<file path="config.mk">
export PLATFORM = sky130hd
export DESIGN_NAME = irq_fanout_csr
export DESIGN_NICKNAME = d
export VERILOG_FILES = /design/src/rtl/irqfan_pkg.sv /design/src/rtl/irqfan_sync.sv /design/src/rtl/irqfan_decode.sv /design/src/rtl/irqfan_slot.sv /design/src/rtl/irq_fanout_csr.sv
export SDC_FILE = /design/constraint.sdc
export NUM_CORES = 1
export LEC_CHECK = 0
export CAP_MARGIN = 20
export CORE_AREA = 2 2 124 126
export DETAILED_ROUTE_END_ITERATION = 12
export DIE_AREA = 0 0 126 128
export SLEW_MARGIN = 20
export SYNTH_ARGS = -nofsm -noshare
export SYNTH_HDL_FRONTEND = slang
export SYNTH_SLANG_ARGS = --single-unit
</file>
<file path="constraint.sdc">
create_clock -name clk_i -period 2.75 [get_ports clk_i]
set_clock_uncertainty 0.05 [all_clocks]
set_input_delay 0.4125 -clock clk_i [delete_from_list [all_inputs] [get_ports clk_i]]
set_output_delay 0.4125 -clock clk_i [all_outputs]
set_load 0.1 [all_outputs]
</file>
<file path="src/rtl/irqfan_pkg.sv">
package irqfan_pkg;
  localparam int unsigned CSR_AW    = 12;
  localparam int unsigned CSR_DW    = 32;
  localparam int unsigned MAX_CORES = 8;
  localparam logic [CSR_AW-1:0] WIN_BASE = 12'h7C0;

  typedef enum logic [1:0] {
    SEL_NONE,
    SEL_MASK,
    SEL_PEND
  } slot_sel_e;

  // Mask register of a core: even slot of its pair.
  function automatic logic [CSR_AW-1:0] mask_addr(input int unsigned core);
    return WIN_BASE + CSR_AW'(2 * core);
  endfunction

  // Pending view of a core: odd slot of its pair.
  function automatic logic [CSR_AW-1:0] pend_addr(input int unsigned core);
    return WIN_BASE + CSR_AW'(2 * core + 1);
  endfunction
endpackage

</file>
<file path="src/rtl/irqfan_sync.sv">
module irqfan_sync #(
  parameter int unsigned WIDTH  = 8,
  parameter int unsigned STAGES = 2
) (
  input  logic             clk_i,
  input  logic             rst_ni,
  input  logic [WIDTH-1:0] d_i,
  output logic [WIDTH-1:0] q_o
);
  logic [WIDTH-1:0] stage_q [STAGES];

  always_ff @(posedge clk_i or negedge rst_ni) begin
    if (!rst_ni) stage_q[0] <= '0;
    else         stage_q[0] <= d_i;
  end

  for (genvar s = 1; s < STAGES; s++) begin : g_stage
    always_ff @(posedge clk_i or negedge rst_ni) begin
      if (!rst_ni) stage_q[s] <= '0;
      else         stage_q[s] <= stage_q[s-1];
    end
  end

  assign q_o = stage_q[STAGES-1];
endmodule

</file>
<file path="src/rtl/irqfan_decode.sv">
module irqfan_decode
  import irqfan_pkg::*;
#(
  parameter int unsigned CORE_ID = 0
) (
  input  logic [CSR_AW-1:0] addr_i,
  output slot_sel_e         sel_o
);
  localparam logic [CSR_AW-1:0] MaskA = mask_addr(CORE_ID);
  localparam logic [CSR_AW-1:0] PendA = pend_addr(CORE_ID);

  always_comb begin
    sel_o = SEL_NONE;
    if (addr_i == MaskA)      sel_o = SEL_MASK;
    else if (addr_i == PendA) sel_o = SEL_PEND;
  end
endmodule

</file>
<file path="src/rtl/irqfan_slot.sv">
module irqfan_slot
  import irqfan_pkg::*;
#(
  parameter int unsigned N_SRC   = 8,
  parameter int unsigned CORE_ID = 0
) (
  input  logic              clk_i,
  input  logic              rst_ni,
  input  logic [N_SRC-1:0]  src_sync_i,
  input  logic [CSR_AW-1:0] addr_i,
  input  logic [CSR_DW-1:0] wdata_i,
  input  logic              we_i,
  output logic [CSR_DW-1:0] rdata_o,
  output logic              irq_o
);
  slot_sel_e        sel;
  logic [N_SRC-1:0] mask_q;
  logic             irq_q;

  irqfan_decode #(.CORE_ID(CORE_ID)) u_dec (
    .addr_i (addr_i),
    .sel_o  (sel)
  );

  // Only the mask slot is writable; the pending slot drops writes.
  always_ff @(posedge clk_i or negedge rst_ni) begin
    if (!rst_ni)                     mask_q <= '0;
    else if (we_i && sel == SEL_MASK) mask_q <= wdata_i[N_SRC-1:0];
  end

  always_ff @(posedge clk_i or negedge rst_ni) begin
    if (!rst_ni) irq_q <= 1'b0;
    else         irq_q <= |(src_sync_i & mask_q);
  end

  always_comb begin
    unique case (sel)
      SEL_MASK: rdata_o = CSR_DW'(mask_q);
      SEL_PEND: rdata_o = CSR_DW'(src_sync_i);
      default:  rdata_o = '0;
    endcase
  end

  assign irq_o = irq_q;

  if (N_SRC < CSR_DW) begin : g_hi
    logic unused_wdata_hi;
    assign unused_wdata_hi = ^wdata_i[CSR_DW-1:N_SRC];
  end
endmodule

</file>
<file path="src/rtl/irq_fanout_csr.sv">
module irq_fanout_csr
  import irqfan_pkg::*;
#(
  parameter int unsigned N_CORES = 4,
  parameter int unsigned N_SRC   = 8
) (
  input  logic                      clk_i,
  input  logic                      rst_ni,
  input  logic [N_SRC-1:0]          src_i,
  input  logic [N_CORES*CSR_AW-1:0] csr_addr_i,
  input  logic [N_CORES*CSR_DW-1:0] csr_wdata_i,
  input  logic [N_CORES-1:0]        csr_we_i,
  output logic [N_CORES*CSR_DW-1:0] csr_rdata_o,
  output logic [N_CORES-1:0]        irq_o
);
  localparam int unsigned SyncStages = 2;

  logic [N_SRC-1:0] src_sync;

  irqfan_sync #(.WIDTH(N_SRC), .STAGES(SyncStages)) u_sync (
    .clk_i  (clk_i),
    .rst_ni (rst_ni),
    .d_i    (src_i),
    .q_o    (src_sync)
  );

  for (genvar c = 0; c < N_CORES; c++) begin : g_core
    irqfan_slot #(.N_SRC(N_SRC), .CORE_ID(c)) u_slot (
      .clk_i      (clk_i),
      .rst_ni     (rst_ni),
      .src_sync_i (src_sync),
      .addr_i     (csr_addr_i[c*CSR_AW +: CSR_AW]),
      .wdata_i    (csr_wdata_i[c*CSR_DW +: CSR_DW]),
      .we_i       (csr_we_i[c]),
      .rdata_o    (csr_rdata_o[c*CSR_DW +: CSR_DW]),
      .irq_o      (irq_o[c])
    );
  end
endmodule

</file>
======== Word level (Yosys, flattened, before mapping) ========
Cells that the tools add are included.
W data, S select, Z words.
storage, ports and cells
  input port bits ......................... 190
  word-level logic and storage cells ...... 50
  register bits ........................... 52
cells by class
  equal/unequal tests ..................... 16
  multiplexer cells ....................... 12
  reductions and logical operators ........ 8
  bitwise logic cells ..................... 4
operator list
  kind                    number
  $eq A12 B11 Y1 const B  8
  $pmux W8 S2             4
  $and A8 B8 Y8           4
  $reduce_or A8 Y1        4
  $mux W2                 8
  $eq A2 B1 Y1 const B    4
  $eq A2 B2 Y1 const B    4
  $logic_and A1 B1 Y1     4

======== Depth between registers and ports, before layout ========
Gate-level depths: netlist of the first run.
  depth in word-level cells ............... 5
  depth in mapped cells ................... 5

======== Hierarchy ========
A second synthesis of the first run with hierarchy kept.
second synthesis, totals
  cell total of the unflattened synthesis .. 332
  area total of the unflattened synthesis .. 3602.2 µm²
modules (own cells, without submodules)
  module                                       seq. area each (µm²)  cells an instance  times used  area an instance (µm²)
  irqfan_slot                                  225.2                 71                 4           728.2
  irqfan_sync                                  400.4                 24                 1           460.4
  irqfan_decode at g_core[1].u_slot.u_dec ...  0.0                   6                  2           56.3
  irqfan_decode at g_core[3].u_slot.u_dec      0.0                   6                  1           68.8
  irqfan_decode at g_core[0].u_slot.u_dec      0.0                   6                  1           47.5

======== Least setup slack after synthesis of the first run ========
OpenSTA, ideal clock, no wires.
  path type ............................... input to output
  start ................................... input port csr_addr_i[4]
  end ..................................... output port csr_rdata_o[0]
  cell stages on the path ................. 3
  data arrival time ....................... 2.237 ns
  path slack .............................. 0.051 ns
  cell sequence ........................... and4bb_2 -> nand3_1 -> nor2_1
between the ends
  word-level cells in the longest chain between the ends .. 5
  elaborated cells between the ends (all ways) .. 7
  classes of those cells .................. eq/ne (4); mux (3)
ends and longest elaborated chain
  what                                                 line                  RTL
  start, declared                                      irq_fanout_csr.sv:10  input logic [N_CORES*CSR_AW-1:0] csr_addr_i,
  $eq A12 B11 Y1                                       irqfan_decode.sv:15   else if (addr_i == PendA) sel_o = SEL_PEND;
  $mux W2                                              irqfan_decode.sv:15
  $mux W2 (*)                                          irqfan_decode.sv:14   if (addr_i == MaskA) sel_o = SEL_MASK;
  $eq A2 B2 Y1 / $eq A2 B1 Y1 (equally long branches)  irqfan_slot.sv:37     unique case (sel)
  $pmux W8 S2 (*)                                      irqfan_slot.sv:37
  end, declared                                        irq_fanout_csr.sv:13  output logic [N_CORES*CSR_DW-1:0] csr_rdata_o,
Every way passes the cells marked *; elsewhere a longest branch is shown, timed or not.

======== Worst setup path in the final report of the first run ========
  start ................................... input port csr_addr_i[35]
  end ..................................... output port csr_rdata_o[65]
Same word-level chain as after synthesis.

==> results of run 1 <==
## layout by cell type, fill, tap and decap left out, types with 4 or more instances in the layout
cell,synthesis,routed
mux2_4,8,8
buf_12,0,32
nand4_1,4,4
mux2i_1,32,32
nor2_1,32,32
buf_4,103,5
a22oi_1,16,16
and4bb_2,4,4
nand3_1,4,4
mux2_2,24,24
conb_1,1,96
clkdlybuf4s50_1,0,92
dfrtp_1,52,52
clkbuf_16,0,5
## cell families (layout without fill, tap and decap cells)
group / after synthesis / in the layout / synth area share (%)
AND/OR/NAND/NOR: 60 / 60 / 12.6
flip-flops: 52 / 52 / 38.4
AO/OA/AOI/OAI: 16 / 16 / 3.55
buffers and inverters: 113 / 138 / 24.4
other: 1 / 96 / 0.111
multiplexers: 64 / 64 / 21.0
## cell type report
class | instances | area (um2) | share of cell area [%]
Clock buffer | 6 | 129 | 2.62
Sequential cell | 52 | 1300 | 26.4
Timing Repair Buffer | 130 | 1600 | 32.6
Multi-Input combinational cell | 236 | 1620 | 32.9
Clock inverter | 2 | 35.0 | 0.712
Tap cell | 188 | 235 | 4.78
## routing by layer
metal	part of all wire, %	GRT usage (%)	vias up
met2	53	18.1	135
li1	-	-	1089
met4	1.0	2.65	0
met1	37	10.8	1106
met3	9.3	3.13	8
met5	0	0	-
## worst register-to-register path: cells and delay by family, from the launching register on
kind            cells  cell delay, ps
compound gates      1             250
simple gates        1             130
flops               1             530
## sequential cells by signal (all words and copies together), names as in the netlist
| signal | count |
|---|---|
| g_core.u_slot.mask_q | 32 |
| u_sync.q_o | 8 |
| u_sync.stage_q | 8 |
| g_core.u_slot.irq_o | 4 |
## per-stage QoR
stage	hold WS, ps	power (W)	instances	setup slack [ps]	util, %
CTS	242	0.00230	614	307	33.1
floorplan	66.9	0.00155	401	50.6	-
global placement	282	0.00160	606	317	32.0
global route	292	0.00236	614	202	33.1
detailed placement	285	0.00161	606	323	32.0
finish	211	0.00228	614	303	33.1
## report_power, final
group | leakage (nW) | internal (W) | switching [W]
sequential | 0.689 | 0.000779 | 0.0000234
clock | 0.0808 | 0.000428 | 0.000263
combinational | 1.52 | 0.000148 | 0.000640
## final timing paths
path / endpoint / from / slack [ps] / cells past startpoint
max: csr_rdata_o[65] / csr_addr_i[35] / 300 / 5
min: g_core[2].u_slot.mask_q[5] / rst_ni / 210 / 1
max reg2reg: g_core[3].u_slot.irq_o / u_sync.q_o[5] / 1650 / 2
min reg2reg: u_sync.q_o[7] / u_sync.stage_q[15] / 300 / 0
max in group asynchronous: g_core[1].u_slot.mask_q[4] / rst_ni / 1730 / 2
min in group clk_i: u_sync.q_o[7] / u_sync.stage_q[15] / 300 / 0
==> metrics.yaml, run 1 <==
clock_latency_ps: 280
synth_ff_type: "dfrtp_1"
worstPathMaxFanout: 8
clkSlewWorstSetupHoldPaths_ps: 60
die_x_um: 126
die-height_um: 128
nets: 615
p_leak_nw: 2.29
grt_pass1_wl_um: 12500
drive_gt1_share_pct: 21.8
num-fill-cells: 1503
p_per_area_nw_per_um2: 464
clockBufferDepth: 2
path_delay_family: "simple AND/OR/NAND/NOR gates"
grt_pass1_vias: 2426
post_cts_resized: 0
slowest_delay_ps: 410
grt_max_degree: 42
wl_per_cell_um: 13.3
vias: 2338
netlist_instances: 306
cts_tree: "done"
drt_iter0_drc: 88
drtAntennaViolNets: 0
yosysWarnings: 0
maxCapViolations: 0
num_io_pins: 322
yosysMostFrequentCell: "buf_4"
worst_setup_path_start_kind: "input pin"
dp_hpwl_um: 6620
antenna_cells: 0
core_area_um2: 14900
critPathKind: "in -> out"
setup_viol: 0
firstDrtPassIters: 4
syn_avg_cell_area_um2: 11.1
min_path_type: "in -> async"
initial_core_util_pct: 22.8
overflow: 0
slowest_stage: "clkdlybuf4s50_1"
dieArea_um2: 16100
drcViolationCount: 0
cts_sinks: 52
row_count: 45
io_buffers: 129
cts_root_buf: "clkbuf_16"
cp_cell_sequence: "clkdlybuf4s50_1 -> and4b_1 -> nand3_1 -> nor2_1 -> buf_12"
rsz0062_at_grt: "no"
totalWireLength_um: 8140
outcome: "completed"
cts_hold_buf: 0
cp.buffers_inverters: 2
grt_util_all_layers_pct: 9.80
finalSetupTns_ps: 0
tightest_slew_ps: 914
ys_top_cells_by_area: "dfrtp_1 (38%), buf_4 (23%), mux2i_1 (9.5%)"
numCtsBuffers: 5
synthTopCellsByCount: "buf_4 (103), dfrtp_1 (52), mux2i_1 (32), nor2_1 (32), mux2_2 (24)"
placed_cell_area_um2: 4760
synth_top_cell_area_share_pct: 38.4
end_kind: "output pin"
fin_crit_ps: 2450
fmax_mhz: 409
netlist_area_um2: 3390
ir_drop_v: 0.000291
synth_seq_area_share_pct: 38.4
postCtsSetupBuffers: 0
arrival_ps: 1980
synth-seq-cells: 52
synth-async-reset-ratio_pct: 100
synth_cell_types: 22
design_area_um2: 4920
area_growth_pct: 45.3
htreeDepth: 2
final-max-slew-violation-count: 0
antenna_found_initial: 0
gp_congestion: 0.746
via_per_inst: 3.81
synth_edf_count: 0
hold_violations: 0
cp.required_ps: 2290
slew_headroom_pct: 39.1
synth_top_cell_by_area: "dfrtp_1"
fin_crit_sh_pct: 89.0
Note: power is estimated with default switching activity, not from simulation.
==> run 2: changes to the inputs <==
CTS_BUF_LIST = sky130_fd_sc_hd__clkbuf_16   (was unset)
PLACE_DENSITY_LB_ADDON = 0.15   (was unset)
==> run 2 against run 1 <==
  * Setup slack lost 32 ps
  * Sequential power is essentially flat
  * Largest power group unchanged
  * Critical endpoint is now csr_rdata_o[69]
  * Combinational power is essentially flat
==> metrics.yaml, run 2 (synthesis gave the netlist of run 1 again) <==
grt_pass1_vias: 2306  # -4.9%
cts_hold_buf: 0  # unchanged
dieArea_um2: 16100  # unchanged
slew_headroom_pct: 54.8  # +16 points
drt_iter0_drc: 35  # -60%
antenna_cells: 0  # unchanged
clkSlewWorstSetupHoldPaths_ps: 70  # about the same
fin_crit_sh_pct: 90.1  # +1.2 points
final-max-slew-violation-count: 0  # unchanged
drcViolationCount: 0  # unchanged
end_kind: "output pin"
grt_max_degree: 53  # +26%
cts_root_buf: "clkbuf_16"
dp_hpwl_um: 6780  # +2.5%
drive_gt1_share_pct: 22.1  # +0.23 points
via_per_inst: 3.87  # +1.7%
clock_latency_ps: 290  # about the same
rsz0062_at_grt: "no"
worst_setup_path_start_kind: "input pin"
postCtsSetupBuffers: 0  # unchanged
critPathKind: "in -> out"
fmax_mhz: 403  # -1.3%
cts_sinks: 52  # unchanged
final_core_util_pct: 33.1  # about the same
cp.required_ps: 2290  # about the same
final_common_cell: "conb_1"
overflow: 0  # unchanged
tightest_slew_ps: 679  # -235 ps
setup_viol: 0  # unchanged
htreeDepth: 2  # unchanged
initial_core_util_pct: 22.8  # unchanged
final_cell_mix: "conb_1 (96), clkdlybuf4s50_1 (92), dfrtp_1 (52)"
totalWireLength_um: 8540  # +5.0%
post_cts_resized: 0  # unchanged
antenna_found_initial: 0  # unchanged
die_x_um: 126  # unchanged
min_path_type: "in -> async"
reg2reg_from: "u_sync.q_o[4]"
vias: 2377  # +1.7%
ir_drop_v: 0.000211  # -28%
maxCapViolations: 0  # unchanged
finalSetupTns_ps: 0  # unchanged
worstPathMaxFanout: 8  # unchanged
die-height_um: 128  # unchanged
fin_crit_ps: 2480  # +31.8 ps
clockBufferDepth: 2  # unchanged
core_area_um2: 14900  # unchanged
outcome: "completed"
hold_violations: 0  # unchanged
grt_util_all_layers_pct: 10.2  # +0.42 points
cts_tree: "done"
grt_pass1_wl_um: 12800  # +2.1%
firstDrtPassIters: 4  # unchanged
arrival_ps: 2020  # +40 ps
gp_congestion: 0.708  # -5.1%
row_count: 45  # unchanged
numCtsBuffers: 5  # unchanged
largest_register_ffs: 32  # unchanged
area_growth_pct: 45.4  # about the same
num_io_pins: 322  # unchanged
nets: 615  # unchanged
p_leak_nw: 2.29  # about the same
worstSetupStartpoint: "csr_addr_i[26]"
io_buffers: 129  # unchanged
p_per_area_nw_per_um2: 467  # +0.63%
wl_per_cell_um: 13.9  # +5.0%
drtAntennaViolNets: 0  # unchanged
regMostFlops: "g_core.u_slot.mask_q"
[run 2: worst paths after layout]
check,endpoint,slack (ps),cells past startpoint
max,csr_rdata_o[69],270,5
min in group clk_i,u_sync.q_o[3],300,0
min,u_sync.stage_q[8],180,2
min reg2reg,u_sync.q_o[3],300,0
max in group asynchronous,g_core[1].u_slot.mask_q[0],2000,2
max reg2reg,g_core[1].u_slot.irq_o,1670,2
[run 2: cell type report]
class / count / area [um2]
fill: 1489 / 9940
multi-input combinational: 236 / 1620
timing repair buffer: 130 / 1600
sequential: 52 / 1300
tap: 188 / 235
clock buffer: 5 / 125
clock inverter: 3 / 42.5
[run 2: metrics by stage]
| step | hold WS, ps | instance area, um2 | instances | setup slack [ps] | total power (W) |
|---|---|---|---|---|---|
| finish | 180 | 4920 | 614 | 271 | 0.00230 |
| global route | 259 | 4920 | 614 | 163 | 0.00238 |
| CTS | 218 | 4920 | 614 | 251 | 0.00233 |
| detailed placement | 285 | 4760 | 606 | 254 | 0.00161 |
| global placement | 282 | 4760 | 606 | 274 | 0.00160 |
| floorplan | 66.9 | 3740 | 401 | 50.6 | 0.00155 |
[run 2: critical path, cell delays in order]
cell             delay [ps]
clkdlybuf4s50_1         450
nor3b_2                 270
nand3_1                 310
nor2_1                  350
buf_12                  220
[run 2: per-layer routing]
metal  GRT usage, %  wire length (um)
met2           17.9              4280
met1           12.8              3610
met4           2.13                70
met3           2.38               579
met5              0                 0
[run 2: power breakdown]
part           internal (W)  switching [W]  leakage [nW]  total [W]
combinational      0.000148       0.000639          1.52   0.000787
sequential         0.000779      0.0000238         0.689   0.000803
clock              0.000428       0.000280        0.0798   0.000708
total               0.00135       0.000943          2.29    0.00230
